--- config.mk ---
export PLATFORM = sky130hd
export DESIGN_NAME = subword_bridge
export DESIGN_NICKNAME = d
export VERILOG_FILES = /design/src/rtl/subword_bridge_pkg.sv /design/src/rtl/subword_bridge_ctrl.sv /design/src/rtl/subword_bridge_extract.sv /design/src/rtl/subword_bridge_merge.sv /design/src/rtl/subword_bridge.sv
export SDC_FILE = /design/constraint.sdc
export NUM_CORES = 1
export LEC_CHECK = 0
export BUFFER_PORTS_ARGS = -buffer_cell sky130_fd_sc_hd__buf_4
export CAP_MARGIN = 15
export CORE_ASPECT_RATIO = 2
export CORE_MARGIN = 10
export CORE_UTILIZATION = 35
export CTS_BUF_LIST = sky130_fd_sc_hd__clkbuf_8
export DETAILED_ROUTE_END_ITERATION = 12
export GPL_ROUTABILITY_DRIVEN = 0
export PLACE_DENSITY = 0.65
export REMOVE_ABC_BUFFERS = 1
export SETUP_SLACK_MARGIN = 0.3
export SYNTH_ARGS = -nofsm -noshare
export SYNTH_HDL_FRONTEND = slang
export SYNTH_SLANG_ARGS = --single-unit
--- constraint.sdc ---
create_clock -name clk -period 2.2 [get_ports clk]
set_input_delay 0 -clock clk [delete_from_list [all_inputs] [get_ports clk]]
set_output_delay 0 -clock clk [all_outputs]
set_load 0.005 [all_outputs]
--- src/rtl/subword_bridge_pkg.sv ---
`timescale 1ns/1ps
package subword_bridge_pkg;

  typedef enum logic [1:0] {
    SZ_BYTE = 2'b00,
    SZ_HALF = 2'b01,
    SZ_WORD = 2'b10,
    SZ_RSVD = 2'b11
  } size_e;

  typedef enum logic [1:0] {
    ST_IDLE,
    ST_READ,
    ST_MERGE,
    ST_WRITE
  } state_e;

  typedef enum logic [1:0] {
    AC_WORD,
    AC_SUB,
    AC_BAD
  } acc_e;

  // Sort a request into the path the controller takes for it.
  function automatic acc_e classify(input logic [1:0] size, input logic lsb0);
    acc_e r;
    case (size)
      SZ_BYTE: r = AC_SUB;
      SZ_HALF: r = lsb0 ? AC_BAD : AC_SUB;
      SZ_WORD: r = AC_WORD;
      default: r = AC_BAD;
    endcase
    return r;
  endfunction

endpackage

--- src/rtl/subword_bridge_ctrl.sv ---
`timescale 1ns/1ps
module subword_bridge_ctrl
  import subword_bridge_pkg::*;
(
  input  logic clk,
  input  logic rst_n,
  input  logic req_valid,
  input  logic req_write,
  input  acc_e acc,
  output logic mem_rd,
  output logic mem_wr,
  output logic req_ready,
  output logic acc_err,
  output logic use_merged,
  output logic capture
);

  state_e state_q, state_d;

  always_ff @(posedge clk or negedge rst_n) begin
    if (!rst_n) state_q <= ST_IDLE;
    else        state_q <= state_d;
  end

  always_comb begin
    state_d    = state_q;
    mem_rd     = 1'b0;
    mem_wr     = 1'b0;
    req_ready  = 1'b0;
    acc_err    = 1'b0;
    use_merged = 1'b0;
    capture    = 1'b0;
    case (state_q)
      ST_IDLE: begin
        if (req_valid) begin
          case (acc)
            AC_BAD: begin
              req_ready = 1'b1;
              acc_err   = 1'b1;
            end
            AC_WORD: begin
              if (req_write) begin
                mem_wr    = 1'b1;
                req_ready = 1'b1;
              end else begin
                mem_rd  = 1'b1;
                state_d = ST_READ;
              end
            end
            default: begin
              mem_rd  = 1'b1;
              state_d = req_write ? ST_MERGE : ST_READ;
            end
          endcase
        end
      end
      ST_READ: begin
        // read data is on mem_rdata now; finish the load
        req_ready = 1'b1;
        state_d   = ST_IDLE;
      end
      ST_MERGE: begin
        capture = 1'b1;
        state_d = ST_WRITE;
      end
      ST_WRITE: begin
        mem_wr     = 1'b1;
        use_merged = 1'b1;
        req_ready  = 1'b1;
        state_d    = ST_IDLE;
      end
      default: state_d = ST_IDLE;
    endcase
  end

endmodule

--- src/rtl/subword_bridge_extract.sv ---
`timescale 1ns/1ps
module subword_bridge_extract
  import subword_bridge_pkg::*;
#(
  parameter int DATA_W = 32,
  parameter int LSB_W  = 2
) (
  input  logic [DATA_W-1:0] word,
  input  logic [LSB_W-1:0]  lsb,
  input  logic [1:0]        size,
  input  logic              sgn,
  output logic [DATA_W-1:0] result
);

  localparam int BYTE_W = 8;
  localparam int HALF_W = 2 * BYTE_W;

  logic [BYTE_W-1:0] byte_lane;
  logic [HALF_W-1:0] half_lane;
  logic              byte_top, half_top;

  assign byte_lane = word[{lsb, 3'b000} +: BYTE_W];
  assign half_lane = word[{lsb[LSB_W-1:1], 4'b0000} +: HALF_W];
  assign byte_top  = sgn & byte_lane[BYTE_W-1];
  assign half_top  = sgn & half_lane[HALF_W-1];

  always_comb begin
    case (size)
      SZ_BYTE: result = {{(DATA_W-BYTE_W){byte_top}}, byte_lane};
      SZ_HALF: result = {{(DATA_W-HALF_W){half_top}}, half_lane};
      default: result = word;
    endcase
  end

endmodule

--- src/rtl/subword_bridge_merge.sv ---
`timescale 1ns/1ps
module subword_bridge_merge
  import subword_bridge_pkg::*;
#(
  parameter int DATA_W = 32,
  parameter int LSB_W  = 2
) (
  input  logic [DATA_W-1:0] old_word,
  input  logic [DATA_W-1:0] wdata,
  input  logic [LSB_W-1:0]  lsb,
  input  logic [1:0]        size,
  output logic [DATA_W-1:0] merged
);

  localparam int NLANES = DATA_W / 8;

  for (genvar g = 0; g < NLANES; g++) begin : g_lane
    logic       hit;
    logic [7:0] fresh;
    always_comb begin
      case (size)
        SZ_BYTE: begin
          hit   = (lsb == LSB_W'(g));
          fresh = wdata[7:0];
        end
        SZ_HALF: begin
          hit   = (lsb[LSB_W-1:1] == (LSB_W-1)'(g / 2));
          fresh = wdata[8*(g%2) +: 8];
        end
        default: begin
          hit   = 1'b1;
          fresh = wdata[8*g +: 8];
        end
      endcase
    end
    assign merged[8*g +: 8] = hit ? fresh : old_word[8*g +: 8];
  end

endmodule

--- src/rtl/subword_bridge.sv ---
`timescale 1ns/1ps
module subword_bridge
  import subword_bridge_pkg::*;
#(
  parameter int ADDR_W = 16,
  parameter int DATA_W = 32,
  localparam int LSB_W   = $clog2(DATA_W / 8),
  localparam int BADDR_W = ADDR_W + LSB_W
) (
  input  logic               clk,
  input  logic               rst_n,
  input  logic               req_valid,
  output logic               req_ready,
  input  logic               req_write,
  input  logic [1:0]         req_size,
  input  logic               req_signed,
  input  logic [BADDR_W-1:0] req_addr,
  input  logic [DATA_W-1:0]  req_wdata,
  output logic [DATA_W-1:0]  rd_data,
  output logic               acc_err,
  output logic [ADDR_W-1:0]  mem_addr,
  output logic               mem_rd,
  output logic               mem_wr,
  output logic [DATA_W-1:0]  mem_wdata,
  input  logic [DATA_W-1:0]  mem_rdata
);

  acc_e              acc;
  logic              use_merged, capture;
  logic [LSB_W-1:0]  lane_sel;
  logic [DATA_W-1:0] merged, merged_q;

  assign lane_sel = req_addr[LSB_W-1:0];
  assign mem_addr = req_addr[BADDR_W-1:LSB_W];
  assign acc      = classify(req_size, req_addr[0]);

  subword_bridge_ctrl u_ctrl (
    .clk        (clk),
    .rst_n      (rst_n),
    .req_valid  (req_valid),
    .req_write  (req_write),
    .acc        (acc),
    .mem_rd     (mem_rd),
    .mem_wr     (mem_wr),
    .req_ready  (req_ready),
    .acc_err    (acc_err),
    .use_merged (use_merged),
    .capture    (capture)
  );

  subword_bridge_extract #(.DATA_W(DATA_W), .LSB_W(LSB_W)) u_extract (
    .word   (mem_rdata),
    .lsb    (lane_sel),
    .size   (req_size),
    .sgn    (req_signed),
    .result (rd_data)
  );

  subword_bridge_merge #(.DATA_W(DATA_W), .LSB_W(LSB_W)) u_merge (
    .old_word (mem_rdata),
    .wdata    (req_wdata),
    .lsb      (lane_sel),
    .size     (req_size),
    .merged   (merged)
  );

  // Hold the merged word for the write cycle.
  always_ff @(posedge clk or negedge rst_n) begin
    if (!rst_n)       merged_q <= '0;
    else if (capture) merged_q <= merged;
  end

  assign mem_wdata = use_merged ? merged_q : req_wdata;

endmodule

==> results.sh <==
export IMPL_status="completed"
export IMPL_cp_slowest_stage_delay_ps=570
export IMPL_grt_start_max_net_pins=35
export IMPL_fin_crit_sh_pct=83.8
export IMPL_worst_slack_ps=357
export IMPL_grt_pass1_vias=3886
export IMPL_placed_cells=590
export IMPL_fin_area_um2=4630
export IMPL_timing_rr_end="merged_q[5]"
export IMPL_vias=3500
export IMPL_yosys_area_top_type="dfrtp_1"
export IMPL_postRouteAntennaNets=0
export IMPL_synth_edf_count=0
export IMPL_cp_required_ps=2440
export IMPL_initial_utilization_pct=35.7
export IMPL_h_tree_depth=2
export IMPL_ir_drop_mv=0.386
export IMPL_reg2regPathDepth=6
export IMPL_overflow=0
export IMPL_skew_ps=7.61
export IMPL_max_slew_worst_pin_slew_ps=594
export IMPL_timing_rr_start="u_ctrl.state_q[0]"
export IMPL_area_growth_synth_to_final_pct=44.9
export IMPL_hold_class="input port to output pin"
export IMPL_synth_area_um2=3200
export IMPL_die_y_um=155
export IMPL_synthTopCellsByArea="dfrtp_1 27%, mux2_2 14%, mux2i_1 6.3%"
export IMPL_min_period_ps=1840
export IMPL_ys_types=40
export IMPL_cp_end_kind="flop"
export IMPL_numPortBuffers=140
export IMPL_pre_cts_ws_ps=487
export IMPL_core_um2=8950
export IMPL_wirelength_mm=13.5
export IMPL_hold_viol=0
export IMPL_ys_top_cells_by_count="43 x nand2_1, 39 x mux2_2, 34 x dfrtp_1, 28 x o21ai_0, 25 x nor2_1"
export IMPL_worstSetupPathType="flop to flop"
export IMPL_synth_top_area_share_pct=26.6
export IMPL_grt_pass1_wl_mm=20.9
export IMPL_cts_tree="done"
export IMPL_path_clk_slew_ps=80
export IMPL_cts_buffer_depth=2
export IMPL_synth_most_common_cell="nand2_1"
export IMPL_min_path_cells=0
export IMPL_first_iter_violations=171
export IMPL_fmax_mhz=542
export IMPL_cts_setup_buffers=0
export IMPL_dp_hpwl_mm=10.7
export IMPL_slew_viol_final=0
export IMPL_avgRoutedWirePerCell_um=21.6
export IMPL_slew_headroom_pct=60.2
export IMPL_synth_ff_type="dfrtp_1"
export IMPL_num_io_pins=173
export IMPL_ys_ff_latch=34
export IMPL_first_pass_iters=5
export IMPL_drc=0
export IMPL_synth_cells=380
export IMPL_clkLatencyLatePin_ps=300
export IMPL_synthArstFlopShare_pct=100
export IMPL_drv_cap=0
export IMPL_die_width_um=87.6
export IMPL_nets=616
export IMPL_yosysSeqAreaShare_pct=26.6
export IMPL_clock_sinks=34
export IMPL_numCtsBuffers=5
export IMPL_slowest_stage="dlygate4sd3_1"
export IMPL_rrSetupSlack_ps=360
export IMPL_dieArea_um2=13600
export IMPL_avgViaCountPerCell=5.59
export IMPL_pwr_density_cell_nw_per_um2=755
export IMPL_synth_avg_cell_area_um2=8.42
export IMPL_dpl_cell_area_um2=4230
export IMPL_fin_cells=626
export IMPL_finalSetupTns_ps=0
export IMPL_leakage_nw=2.25
export IMPL_path_max_fanout=34
export IMPL_hold_end="mem_addr[7]"
export IMPL_crit_arrival_ps=2080
export IMPL_min_from="req_addr[9]"
export IMPL_layout_drive_gt1_share_pct=40.1
export IMPL_antenna_found_initial=0
export IMPL_diodes=0
export IMPL_start_kind="flop"
export IMPL_path_cells="inv_1 -> ha_2 -> buf_6 -> nor2_1 -> a31oi_1 -> dlygate4sd3_1"
export IMPL_rows=49
export IMPL_track_usage_pct=19.5
export IMPL_yosysWarnings=0
export IMPL_cts_root_buf="clkbuf_8"
export IMPL_rsz0062_at_grt="yes"
export IMPL_finalSetupViolations=0
==> state kept, by name, indices dropped and copies added, names as in the netlist <==
name	cells
u_ctrl.state_q	2
merged_q	32
==> where the power goes <==
group	internal [mW]	switching, mW	total [mW]	leakage [nW]
clock network	0.317	0.253	0.570	0.0575
logic	0.977	0.845	1.82	1.79
registers	0.936	0.171	1.11	0.409
total	2.23	1.27	3.50	2.25
==> worst max-delay path, delay by kind of cell (launching register included) <==
| kind | cells | cell delay (ps) |
|---|---|---|
| and+or+nand+nor | 1 | 80 |
| AOI/OAI and AO/OA | 1 | 150 |
| buffers and inverters | 3 | 940 |
| adders and majority gates | 1 | 210 |
| DFF | 1 | 400 |
==> cells by family after synthesis <==
kind of cell    Yosys count  share of synthesized area (%)
buf+inv                  55                           9.51
fa+ha+maj                 4                           1.57
simple gates            108                           16.3
compound gates          118                           25.1
mux                      61                           20.9
flops                    34                           26.6
==> layout by cell type, fill, tap and decap left out, types with 2 or more instances in the layout <==
cell / n
and2_1: 3
a31oi_1: 10
nor2_1: 25
a211oi_1: 4
nor2b_1: 23
nand2b_1: 6
ha_2: 2
mux2_4: 2
buf_12: 2
a21o_1: 18
nand3_1: 2
o22ai_1: 10
inv_1: 11
dfrtp_1: 34
mux2_2: 39
dlygate4sd3_1: 28
nand2_1: 43
o21a_1: 3
ha_1: 2
mux2i_1: 20
o21ai_0: 28
a21oi_1: 21
clkbuf_8: 8
buf_4: 149
a221o_1: 14
==> metal layers <==
layer / vias up / part of all wire (%) / track usage [%] / wire length, um
met5: - / 0.44 / 3.70 / 59
met4: 2 / 4.2 / 10.9 / 567
met3: 39 / 8.9 / 7.27 / 1200
met2: 155 / 54 / 33.7 / 7290
met1: 1668 / 33 / 18.6 / 4420
li1: 1636 / - / - / -
==> final cells by class <==
type                       count  area, um2
multi-input combinational    291       2050
timing repair buffer         180       1450
fill                         865       4320
clock buffer                   8        110
tap                          102        128
inverter                      11       41.3
sequential                    34        851
==> through the flow <==
step           power (mW)  util [%]  hold WS, ps
3_5_place_dp         2.86      47.3        -8.15
5_1_grt              3.77      51.8       0.0339
6_report             3.50      51.8       0.0430
2_1_floorplan        2.03         -         -296
3_3_place_gp         2.82      47.3        -19.0
4_1_cts              3.51      51.7       0.0381
==> timing repair <==
action / 4_1_cts / 5_1_grt
hold buffers: 28 / 0
resized for setup: 1 / 2
pin swaps: 0 / 1
endpoints found under the hold margin: 59 / 0
setup endpoints to repair: 8 / 22
==> how the worst max path moves through the flow <==
stage | start | end | slack [ps] | cells past startpoint
2_1_floorplan | u_ctrl.state_q[0] | merged_q[24] | -180 | 5
3_3_place_gp | u_ctrl.state_q[0] | merged_q[29] | 550 | 5
3_5_place_dp | u_ctrl.state_q[0] | merged_q[25] | 490 | 5
4_1_cts | mem_rdata[31] | rd_data[10] | 320 | 8
5_1_grt | u_ctrl.state_q[0] | merged_q[7] | 260 | 6
6_report | u_ctrl.state_q[0] | merged_q[5] | 360 | 6
No activity file was read; power rests on OpenSTA's default activity.
